`config.mk`:
```
export PLATFORM = sky130hd
export DESIGN_NAME = bus_watch_unit
export DESIGN_NICKNAME = d
export VERILOG_FILES = /design/src/rtl/bwu_pkg.sv /design/src/rtl/bwu_match.sv /design/src/rtl/bwu_channel.sv /design/src/rtl/bwu_irq.sv /design/src/rtl/bus_watch_unit.sv
export SDC_FILE = /design/constraint.sdc
export NUM_CORES = 1
export LEC_CHECK = 0
export BUFFER_PORTS_ARGS = -buffer_cell sky130_fd_sc_hd__buf_2
export CORE_UTILIZATION = 63
export DETAILED_ROUTE_END_ITERATION = 8
export GPL_ROUTABILITY_DRIVEN = 0
export PLACE_DENSITY = 0.81
export SETUP_SLACK_MARGIN = 0.4
export SLEW_MARGIN = 20
export SYNTH_ARGS = -nofsm -noshare
export SYNTH_HDL_FRONTEND = slang
export SYNTH_SLANG_ARGS = --single-unit
export TNS_END_PERCENT = 1
```
`constraint.sdc`:
```
create_clock -name clk -period 18.3 [get_ports clk]
set_input_delay 0.915 -clock clk [delete_from_list [all_inputs] [get_ports clk]]
set_output_delay 0.915 -clock clk [all_outputs]
set_load 0.1 [all_outputs]
```
`src/rtl/bwu_pkg.sv`:
```
`timescale 1ns/1ps
package bwu_pkg;

  typedef enum logic [2:0] {
    WF_FIRST    = 3'd0,
    WF_LAST     = 3'd1,
    WF_OPS      = 3'd2,
    WF_CLIENTS  = 3'd3,
    WF_CH_ACK   = 3'd4,
    WF_INT_MASK = 3'd5,
    WF_INT_ACK  = 3'd6,
    WF_NONE     = 3'd7
  } wr_field_e;

  typedef enum logic [2:0] {
    RF_FIRST       = 3'd0,
    RF_LAST        = 3'd1,
    RF_OPS         = 3'd2,
    RF_CLIENTS     = 3'd3,
    RF_HIT_CLIENTS = 3'd4,
    RF_HIT_ADDR    = 3'd5,
    RF_HIT_INFO    = 3'd6,
    RF_STATUS      = 3'd7
  } rd_field_e;

  localparam int OP_RD_BIT = 0;
  localparam int OP_WR_BIT = 1;

endpackage

```
`src/rtl/bwu_match.sv`:
```
`timescale 1ns/1ps
module bwu_match #(
  parameter int ADDR_W = 32,
  parameter int CID_W  = 4,
  localparam int NCLI  = 1 << CID_W
) (
  input  logic              acc_valid,
  input  logic [ADDR_W-1:0] acc_addr,
  input  logic [CID_W-1:0]  acc_client,
  input  logic              acc_write,
  input  logic [ADDR_W-1:0] lo_addr,
  input  logic [ADDR_W-1:0] hi_addr,
  input  logic [1:0]        op_en,
  input  logic [NCLI-1:0]   cli_en,
  output logic              hit
);
  import bwu_pkg::*;

  logic in_window;
  logic op_ok;
  logic cli_ok;

  always_comb begin
    in_window = (acc_addr >= lo_addr) && (acc_addr <= hi_addr);
    op_ok     = acc_write ? op_en[OP_WR_BIT] : op_en[OP_RD_BIT];
    cli_ok    = cli_en[acc_client];
    hit       = acc_valid && in_window && op_ok && cli_ok;
  end

endmodule

```
`src/rtl/bwu_channel.sv`:
```
`timescale 1ns/1ps
module bwu_channel #(
  parameter int ADDR_W = 32,
  parameter int CID_W  = 4,
  parameter int SIZE_W = 2,
  localparam int NCLI  = 1 << CID_W
) (
  input  logic              clk,
  input  logic              rst_n,
  input  logic              acc_valid,
  input  logic [ADDR_W-1:0] acc_addr,
  input  logic [CID_W-1:0]  acc_client,
  input  logic              acc_write,
  input  logic [SIZE_W-1:0] acc_size,
  input  logic              cfg_sel,
  input  logic [2:0]        cfg_field,
  input  logic [ADDR_W-1:0] cfg_data,
  input  logic              ch_ack,
  output logic [ADDR_W-1:0] first_q,
  output logic [ADDR_W-1:0] last_q,
  output logic [1:0]        ops_q,
  output logic [NCLI-1:0]   cmask_q,
  output logic              hit,
  output logic              capt_q,
  output logic [NCLI-1:0]   sclients_q,
  output logic [ADDR_W-1:0] saddr_q,
  output logic              swrite_q,
  output logic [SIZE_W-1:0] ssize_q,
  output logic [CID_W-1:0]  sfirst_q
);
  import bwu_pkg::*;

  wr_field_e fld;
  logic en_first, en_last, en_ops, en_cmask;

  assign fld      = wr_field_e'(cfg_field);
  assign en_first = cfg_sel && (fld == WF_FIRST);
  assign en_last  = cfg_sel && (fld == WF_LAST);
  assign en_ops   = cfg_sel && (fld == WF_OPS);
  assign en_cmask = cfg_sel && (fld == WF_CLIENTS);

  // configuration registers with explicit enables
  always_ff @(posedge clk or negedge rst_n) begin
    if (!rst_n) begin
      first_q <= '0;
      last_q  <= '0;
      ops_q   <= '0;
      cmask_q <= '0;
    end else begin
      if (en_first) first_q <= cfg_data;
      if (en_last)  last_q  <= cfg_data;
      if (en_ops)   ops_q   <= cfg_data[1:0];
      if (en_cmask) cmask_q <= cfg_data[NCLI-1:0];
    end
  end

  bwu_match #(.ADDR_W(ADDR_W), .CID_W(CID_W)) u_match (
    .acc_valid (acc_valid),
    .acc_addr  (acc_addr),
    .acc_client(acc_client),
    .acc_write (acc_write),
    .lo_addr   (first_q),
    .hi_addr   (last_q),
    .op_en     (ops_q),
    .cli_en    (cmask_q),
    .hit       (hit)
  );

  // snapshot next state
  logic              capt_n;
  logic [NCLI-1:0]   sclients_n;
  logic [ADDR_W-1:0] saddr_n;
  logic              swrite_n;
  logic [SIZE_W-1:0] ssize_n;
  logic [CID_W-1:0]  sfirst_n;
  logic [NCLI-1:0]   cli_bit;
  logic              held;
  logic              snap_en;

  always_comb begin
    cli_bit    = NCLI'(1) << acc_client;
    held       = capt_q && !ch_ack;
    capt_n     = capt_q;
    sclients_n = sclients_q;
    saddr_n    = saddr_q;
    swrite_n   = swrite_q;
    ssize_n    = ssize_q;
    sfirst_n   = sfirst_q;
    if (ch_ack) begin
      capt_n     = 1'b0;
      sclients_n = '0;
      saddr_n    = '0;
      swrite_n   = 1'b0;
      ssize_n    = '0;
      sfirst_n   = '0;
    end
    if (hit) begin
      if (held) begin
        sclients_n = sclients_q | cli_bit;
      end else begin
        capt_n     = 1'b1;
        sclients_n = cli_bit;
        saddr_n    = acc_addr;
        swrite_n   = acc_write;
        ssize_n    = acc_size;
        sfirst_n   = acc_client;
      end
    end
    snap_en = hit || ch_ack;
  end

  always_ff @(posedge clk or negedge rst_n) begin
    if (!rst_n) begin
      capt_q     <= 1'b0;
      sclients_q <= '0;
      saddr_q    <= '0;
      swrite_q   <= 1'b0;
      ssize_q    <= '0;
      sfirst_q   <= '0;
    end else if (snap_en) begin
      capt_q     <= capt_n;
      sclients_q <= sclients_n;
      saddr_q    <= saddr_n;
      swrite_q   <= swrite_n;
      ssize_q    <= ssize_n;
      sfirst_q   <= sfirst_n;
    end
  end

endmodule

```
`src/rtl/bwu_irq.sv`:
```
`timescale 1ns/1ps
module bwu_irq #(
  parameter int NUM_CH = 4
) (
  input  logic              clk,
  input  logic              rst_n,
  input  logic [NUM_CH-1:0] hit_v,
  input  logic              mask_we,
  input  logic              ack_we,
  input  logic [NUM_CH-1:0] wbits,
  output logic [NUM_CH-1:0] pend_q,
  output logic [NUM_CH-1:0] mask_q,
  output logic              irq_o
);

  logic [NUM_CH-1:0] pend_n;
  logic [NUM_CH-1:0] clr_bits;
  logic              pend_en;

  always_comb begin
    clr_bits = ack_we ? wbits : '0;
    pend_n   = (pend_q & ~clr_bits) | hit_v;
    pend_en  = ack_we || (|hit_v);
  end

  always_ff @(posedge clk or negedge rst_n) begin
    if (!rst_n) begin
      pend_q <= '0;
    end else if (pend_en) begin
      pend_q <= pend_n;
    end
  end

  always_ff @(posedge clk or negedge rst_n) begin
    if (!rst_n) begin
      mask_q <= '0;
    end else if (mask_we) begin
      mask_q <= wbits;
    end
  end

  assign irq_o = |(pend_q & mask_q);

endmodule

```
`src/rtl/bus_watch_unit.sv`:
```
`timescale 1ns/1ps
module bus_watch_unit #(
  parameter int NUM_CH  = 4,
  parameter int ADDR_W  = 32,
  parameter int CID_W   = 4,
  parameter int SIZE_W  = 2,
  localparam int CH_W   = (NUM_CH > 1) ? $clog2(NUM_CH) : 1
) (
  input  logic              clk,
  input  logic              rst_n,
  input  logic              acc_valid,
  input  logic [ADDR_W-1:0] acc_addr,
  input  logic [CID_W-1:0]  acc_client,
  input  logic              acc_write,
  input  logic [SIZE_W-1:0] acc_size,
  input  logic              wr_en,
  input  logic [2:0]        wr_field,
  input  logic [CH_W-1:0]   wr_ch,
  input  logic [ADDR_W-1:0] wr_data,
  input  logic [2:0]        rd_field,
  input  logic [CH_W-1:0]   rd_ch,
  output logic [ADDR_W-1:0] rd_data,
  output logic              irq_o
);
  import bwu_pkg::*;

  localparam int NCLI = 1 << CID_W;

  // reset: asserted asynchronously, released on the clock
  logic [1:0] rst_sync_q;
  logic       rst_n_int;

  always_ff @(posedge clk or negedge rst_n) begin
    if (!rst_n) rst_sync_q <= 2'b00;
    else        rst_sync_q <= {rst_sync_q[0], 1'b1};
  end
  assign rst_n_int = rst_sync_q[1];

  wr_field_e wfld;
  rd_field_e rfld;
  logic      mask_we, iack_we;

  assign wfld    = wr_field_e'(wr_field);
  assign rfld    = rd_field_e'(rd_field);
  assign mask_we = wr_en && (wfld == WF_INT_MASK);
  assign iack_we = wr_en && (wfld == WF_INT_ACK);

  logic [NUM_CH-1:0][ADDR_W-1:0] first_v, last_v, saddr_v;
  logic [NUM_CH-1:0][1:0]        ops_v;
  logic [NUM_CH-1:0][NCLI-1:0]   cmask_v, sclients_v;
  logic [NUM_CH-1:0][SIZE_W-1:0] ssize_v;
  logic [NUM_CH-1:0][CID_W-1:0]  sfirst_v;
  logic [NUM_CH-1:0]             hit_v, capt_v, swrite_v, ack_v, sel_v;
  logic [NUM_CH-1:0]             pend_q, mask_q;

  for (genvar c = 0; c < NUM_CH; c++) begin : g_ch
    assign sel_v[c] = wr_en && (int'(wr_ch) == c);
    assign ack_v[c] = sel_v[c] && (wfld == WF_CH_ACK);

    bwu_channel #(.ADDR_W(ADDR_W), .CID_W(CID_W), .SIZE_W(SIZE_W)) u_ch (
      .clk       (clk),
      .rst_n     (rst_n_int),
      .acc_valid (acc_valid),
      .acc_addr  (acc_addr),
      .acc_client(acc_client),
      .acc_write (acc_write),
      .acc_size  (acc_size),
      .cfg_sel   (sel_v[c]),
      .cfg_field (wr_field),
      .cfg_data  (wr_data),
      .ch_ack    (ack_v[c]),
      .first_q   (first_v[c]),
      .last_q    (last_v[c]),
      .ops_q     (ops_v[c]),
      .cmask_q   (cmask_v[c]),
      .hit       (hit_v[c]),
      .capt_q    (capt_v[c]),
      .sclients_q(sclients_v[c]),
      .saddr_q   (saddr_v[c]),
      .swrite_q  (swrite_v[c]),
      .ssize_q   (ssize_v[c]),
      .sfirst_q  (sfirst_v[c])
    );
  end

  bwu_irq #(.NUM_CH(NUM_CH)) u_irq (
    .clk    (clk),
    .rst_n  (rst_n_int),
    .hit_v  (hit_v),
    .mask_we(mask_we),
    .ack_we (iack_we),
    .wbits  (wr_data[NUM_CH-1:0]),
    .pend_q (pend_q),
    .mask_q (mask_q),
    .irq_o  (irq_o)
  );

  // combinational read port
  logic ch_ok;
  assign ch_ok = int'(rd_ch) < NUM_CH;

  always_comb begin
    rd_data = '0;
    if (rfld == RF_STATUS) begin
      rd_data = ADDR_W'({mask_q, pend_q, pend_q & mask_q});
    end else if (ch_ok) begin
      case (rfld)
        RF_FIRST:       rd_data = first_v[rd_ch];
        RF_LAST:        rd_data = last_v[rd_ch];
        RF_OPS:         rd_data = ADDR_W'(ops_v[rd_ch]);
        RF_CLIENTS:     rd_data = ADDR_W'(cmask_v[rd_ch]);
        RF_HIT_CLIENTS: rd_data = ADDR_W'(sclients_v[rd_ch]);
        RF_HIT_ADDR:    rd_data = saddr_v[rd_ch];
        RF_HIT_INFO:    rd_data = ADDR_W'({sfirst_v[rd_ch], ssize_v[rd_ch],
                                           swrite_v[rd_ch], capt_v[rd_ch]});
        default:        rd_data = '0;
      endcase
    end
  end

endmodule

```
# After elaboration in Yosys (flattened, before gate mapping)
# Cells that the tools add are included.
[totals] ram_bits=0 word_cells=253 out_inout_bits=33 latch_bits=0 n_memories=0 inputBits=85 mem_bits_ro=0 ff_bits=562
[classes] n_mul=0 shift=1 addsub=0 muxes=107 n_div=0 reduce_logical=68 n_bitwise=8 order_cmp=10 eq_ne=16
[op_table] op="2-to-1 mux 32 bit" count=16
[op_table] op="2-to-1 mux 16 bit" count=14
[op_table] op="one-hot mux 32 bit (7 select lines)" count=1
[op_table] op="binary-select mux 32 bit (select 2 bit)" count=3
[op_table] op="greater-or-equal comparator 32 bit" count=4
[op_table] op="less-or-equal comparator 32 bit" count=4
[op_table] op="binary-select mux 16 bit (select 2 bit)" count=2
[op_table] op="bitwise OR 16 bit" count=4
[op_table] op="2-to-1 mux 4 bit" count=14
[op_table] op="logical AND 1 bit" count=46
[op_table] op="2-to-1 mux 1 bit" count=34
[op_table] op="2-to-1 mux 2 bit" count=14
[op_table] op="equality test 3 bit, second input constant" count=7
[op_table] op="binary-select mux 1 bit (select 4 bit)" count=4
[op_table] op="left shift 1 x 4 -> 16 bit, first input constant" count=1
[op_table] op="equality test 3 x 2 -> 1 bit, second input constant" count=4
[op_table] op="AND 4 bit" count=2
[op_table] op="binary-select mux 2 bit (select 2 bit)" count=2
[op_table] op="binary-select mux 4 bit (select 2 bit)" count=1
[op_table] op="AND reduction 2 bit" count=4
[op_table] op="nonzero test 2 bit" count=4
[op_table] op="OR reduction 4 bit" count=2
[op_table] op="equality test 3 x 1 -> 1 bit, second input constant" count=2
[op_table] op="zero test 3 bit" count=2
[op_table] op="10 further kinds" count=19

# Longest topological paths before layout
[depth] word_depth=7 depth_mapped=11 mapped_depth_nobuf=9

# Modules after synthesis
# Synthesis repeated with hierarchy kept, for this count alone.
[unflattened] cells_unflattened=2943 area_unflattened_um2=33962.6
[by_module_without_submodules] mod="bwu_channel" area_per_inst_um2=5373.9 seq_area_each_um2=3453.3 cells_each=372 n_inst=4
[by_module_without_submodules] mod="bwu_match" area_per_inst_um2=1791.7 seq_area_each_um2=0.0 cells_each=247 n_inst=4
[by_module_without_submodules] mod="bus_watch_unit" area_per_inst_um2=4991.0 seq_area_each_um2=50.0 cells_each=444 n_inst=1
[by_module_without_submodules] mod="bwu_irq" area_per_inst_um2=309.0 seq_area_each_um2=200.2 cells_each=23 n_inst=1

# Worst setup path before layout
# No wires, ideal clock.
[synth_timing] path_kind="input port to output port" from="input rd_ch[0]" to="output rd_data[15]" stages=7 required_time_ns=17.385 path_buffers=3 slack_ns=12.880 arrival_time_ns=4.505 cell_sequence="buf_2 > buf_2 > clkbuf_1 > mux4_2 > mux4_2 > inv_1 > o21ai_0"
[synth_between] elab_chain_len=4 elab_cells_between_ends=12 cone_classes="mux (12)"
[synth_lines] item="start: declaration" line="bus_watch_unit.sv:21" text="input logic [CH_W-1:0] rd_ch,"
[synth_lines] item="binary-select mux 32 bit (select 2 bit) (tied with other cells)" line="bus_watch_unit.sv:113" text="RF_HIT_ADDR: rd_data = saddr_v[rd_ch];"
[synth_lines] item="2-to-1 mux 32 bit (not written as such) (tied with other cells)" line="bus_watch_unit.sv:113"
[synth_lines] item="one-hot mux 32 bit (7 select lines) *" line="bus_watch_unit.sv:107" text="case (rfld)"
[synth_lines] item="2-to-1 mux 32 bit *" line="bus_watch_unit.sv:104" text="if (rfld == RF_STATUS) begin"
[synth_lines] item="end: declaration" line="bus_watch_unit.sv:22" text="output logic [ADDR_W-1:0] rd_data,"
# Mark *: on every way between the ends. The rest lies on a longest branch, timed or not. The select of a mux whose other input is x is not followed.

# Worst setup path in the final report
[layout_timing] from="input rd_ch[1]" to="output rd_data[1]"
[layout_between] elab_chain_len=4 elab_cells_between_ends=16 cone_classes="mux (16)"
[layout_lines] item="binary-select mux 1 bit (select 2 bit) (tied with other cells)" line="bus_watch_unit.sv:115" text="swrite_v[rd_ch], capt_v[rd_ch]});"
[layout_lines] item="2-to-1 mux 1 bit (not written as such) (tied with other cells)" line="bus_watch_unit.sv:115"
[layout_lines] item="one-hot mux 32 bit (7 select lines) *" line="bus_watch_unit.sv:107"
[layout_lines] item="2-to-1 mux 32 bit *" line="bus_watch_unit.sv:104"
# Marks and branches as above.

==> results <==
- The core area is 51500 µm².
- The sequential standard cell area is ~14000 µm².
- The leakage power is 17.5 nW.
- The endpoint identified for the worst register-to-register timing path is g_ch[1].u_ch.sfirst_q[3].
- The top cell type by area accounts for between 40% and 50% of the synthesized area.
- The insertion delay of the later-clocked pin in the worst-skew pair is 0.65 ns.
- The die covers about 53000 µm².
- Together, buffers and inverters on the worst path number 3.
- The count of cells in the finished layout, fillers not included, comes to roughly 3600.
- The global-route wire length before repair is ~150 mm.
- The clock transition at the register clock pins on the worst setup and hold paths after CTS is 0.05 ns.
- Between clock sinks in the finished design, the worst skew comes to approximately 0.023 ns.
- The worst setup slack for register-to-register paths is approximately 14 ns.
- The number of placed I/O pins is between 100 and 150.
- The total of warnings raised by yosys is 0.
- The root buffer cell chosen for the clock tree is sky130_fd_sc_hd__clkbuf_16.
- After technology mapping, the gate count stands at about 2800.
- The via count of the first global-routing pass came to 25900.
- The mean routed wirelength per cell is between 20 and 30 µm.
- CTS built an H-tree with a depth of 2.
- Fill cells in the final layout number between 3000 and 4000.
- The arrival time of the worst setup path is approximately 4.5 ns.
- The overall power is a little under 4 mW.
- The count of maximum capacitance violations is 0.
- The final design instance area without fill is ~36000 µm².
- The area added between synthesis and finish is 9.54%.
- The flow ran to the end, and the final reports show no timing, DRC or antenna violations.
- The repair_antennas step left the layout with diodes totalling 0.
- The number of placed instances, taps included, is 3454.
- When the netlist entered floorplanning its net count stood at slightly above 3000.
- The number of I/O port buffers is approximately 120.
- On the worst path, the slowest cell contributes a delay of just over 0.9 ns.
- In this run, post-CTS hold repair placed 0 buffers.
- For this design, the slowest cell found on the critical path is sky130_fd_sc_hd__buf_4.
- Global routing used 38.5% of the available tracks.
- The flop and latch count out of synthesis is 562.
- The type of the tightest min-delay check is input pin to async pin.
- The die span in x is ~230 µm.
- The first detailed-routing pass ran for 6 iterations.
- Measured along the y axis, the die boundary spans ~230 µm.
- The post-detailed-route DRC marker count is 0.
- The total clock sinks is around 560.
- For the worst setup path, the data required time is between 15 and 20 ns.
- The number of routed nets with antenna violations is 0.
- The flip-flop cell with the highest count after synthesis is sky130_fd_sc_hd__dfrtp_1.
- Sequential elements use 42.7% of the synthesized area.
- The number of placement rows is 83.
- In the post-synthesis netlist, the biggest area contributors are sky130_fd_sc_hd__dfrtp_1 (43%), sky130_fd_sc_hd__mux2_2 (12%), sky130_fd_sc_hd__mux4_2 (11%).
- The ratio of cells with drive above 1 in the final layout is 27.5%.
- In the final layout, the multi-input gates occupy 17200 µm².
- The worst supply voltage drop on vdd is 82.2 µV.
- The number of hold violations in the final report is 0.
- In the routed layout, each cell is associated on average with a via count of between 6 and 7.
- The proportion of synthesized flip-flops having asynchronous set or reset is 100%.
- The transition at the pin with the smallest max-transition slack is roughly 1.2 ns.
- The max-slew violation count is 0.
- The maximum number of pins on one net before global-route repair is 176.
- The time the final worst path needs with I/O delays and setup is ~5.5 ns.
- The sum of overflow across all layers after global routing is 0.
- The number of endpoints failing setup at the final stage is 0.
- The number of cells on the worst reg-to-reg path is 10.
- The TritonCTS buffer count is 59.
- TritonCTS built the clock tree.
- The initial utilization of the core area, before any placement, comes to 64.0%.
- Setup repair after global routing left no endpoint under its margin.
- The post-synthesis cell area is 32900 µm².
- The routed design has 100 mm of wire.
- The fmax is around 180 MHz.
- The count of different cell masters after synthesis is 65.
- Dividing the synthesized area by the synthesized cell count gives about 12 µm².
- The kind of launch point of the worst setup path is an input pin.
- Setup total negative slack on the finished layout was measured at 0 ns.
- The critical path capture point type is an output pin.
- The core occupancy in the finished layout is around 70%.
- For this design the ratio of total power to cell area is around 110 nW/µm².
- The final critical path takes up about 30% of the cycle.
- The number of gates resized after CTS was 0.
- The count of buffers added by post-CTS timing repair for setup is 0.
- The worst register-to-register path begins at g_ch[1].u_ch.first_q[15].
- The worst slew margin relative to its limit is about a fifth.
- The number of buffers between clock root and the deepest sink is 3.
- The final layout contains between 3000 and 4000 nets.
- The initial antenna violation count came to 5.
- Summing all placed instances gives a cell area of approximately 34000 µm².
- The critical path is of the input pin to output pin type.
- The vias after detailed routing is about 25000.
- The maximum net fanout on the critical path is 81.
- The cell occurring most often along the worst timing path is sky130_fd_sc_hd__mux4_2.
- The critical path goes through buf_6 > buf_4 > mux4_2 > mux4_2 > o21ai_0 > nor2_1 > buf_2.
- The count of routing violations after the opening detailed-route iteration is 2894.
- The cell family contributing the most delay on the critical path is buffers and inverters.
- The half-perimeter wire length after detailed placement is around 68 mm.
- The biggest area contributor in the post-synthesis netlist is sky130_fd_sc_hd__dfrtp_1.
- The number of synthesized flops with an enable pin is 0.
[metal layers]
metal  GRT usage, %  share of wire [%]  vias up
li1               -                  -    10200
met1           50.7                 37    12600
met3           10.6                 12      413
met5              0              0.046        -
met2           58.1                 45     1644
met4           21.2                6.0        6
[cells in the mapped netlist, drive strengths merged (3+ instances only)]
library cell  instances
nand2b                5
a211oi                4
a21o                 30
nor3                 18
dfrtp               562
nand3b                4
a22oi                17
o32ai                 4
nor2                 56
nor2b                14
a2111oi               4
nand2               258
and4                  6
ha                  256
o21ai                43
a2bb2o               20
o21a                  8
clkbuf               71
a21oi               102
buf                  79
o22ai                23
o31ai                 4
a31oi                 6
inv                 302
mux4                164
and2                  3
mux2                358
a22o                 60
a221oi               11
o211ai               12
mux2i               138
a21boi                3
nor3b                 7
a221o                 3
nand4                53
nor4                 14
nand3                30
[metrics by stage]
step	hold WS (ns)	setup slack, ns
final	0.0644	12.84
after global routing	0.0605	12.81
after CTS	0.0489	12.88
after detailed placement	0.343	12.89
after global placement	0.332	12.94
after floorplan	0.331	1.48
[kinds of logic after synthesis]
kind of cell               Yosys count  synth area share, %
AOI/OAI and AO/OA                  368                 7.76
adders and majority gates          256                 9.72
buffers and inverters              452                 5.46
DFF                                562                 42.7
muxes                              660                 27.6
other                                1               0.0114
and+or+nand+nor                    477                 6.71
[placed cells by master, fill, tap and decap left out, types with 29 or more instances in the layout]
cell type and instances:
sky130_fd_sc_hd__buf_2 115, sky130_fd_sc_hd__nor2_1 56, sky130_fd_sc_hd__a21oi_1 102, sky130_fd_sc_hd__nand4_1 53, sky130_fd_sc_hd__o21ai_0 42, sky130_fd_sc_hd__clkbuf_16 60
sky130_fd_sc_hd__mux4_2 164, sky130_fd_sc_hd__a22o_1 60, sky130_fd_sc_hd__ha_1 256, sky130_fd_sc_hd__nand2_1 249, sky130_fd_sc_hd__dfrtp_1 561, sky130_fd_sc_hd__a21o_1 30
sky130_fd_sc_hd__buf_4 29, sky130_fd_sc_hd__inv_1 302, sky130_fd_sc_hd__mux2i_1 138, sky130_fd_sc_hd__mux2_2 358
[layout make-up]
type,instances,share of cell area [%]
timing repair buffer,148,2.35
clock inverter,27,0.874
tap,680,2.36
sequential,562,39.0
inverter,302,3.14
clock buffer,81,4.74
multi-input combinational,1762,47.6
[sequential cells by signal, summed over array words and instances, names as in the netlist, 8 cells and up]
| signal | count |
|---|---|
| g_ch.u_ch.sclients_q | 64 |
| g_ch.u_ch.cmask_q | 64 |
| g_ch.u_ch.sfirst_q | 16 |
| g_ch.u_ch.ssize_q | 8 |
| g_ch.u_ch.ops_q | 8 |
| g_ch.u_ch.last_q | 128 |
| g_ch.u_ch.saddr_q | 128 |
| g_ch.u_ch.first_q | 128 |
[worst max-delay path by stage]
stage | start | to | slack (ns) | cells past startpoint
final | rd_ch[1] | rd_data[1] | 12.84 | 7
after global routing | rd_ch[1] | rd_data[1] | 12.81 | 7
after CTS | rd_ch[1] | rd_data[1] | 12.88 | 7
after detailed placement | rd_ch[1] | rd_data[1] | 12.89 | 7
after global placement | rd_ch[1] | rd_data[1] | 12.94 | 7
after floorplan | rst_sync_q[1] | g_ch[0].u_ch.capt_q | 1.48 | 0
[where the power goes]
| part | leakage [nW] | switching [mW] | internal [mW] | total (mW) |
|---|---|---|---|---|
| Sequential | 7.41 | 0.176 | 1.47 | 1.65 |
| Clock | 1.00 | 0.527 | 0.736 | 1.26 |
| Combinational | 9.10 | 0.584 | 0.456 | 1.04 |
(Power assumes the default switching activity.)
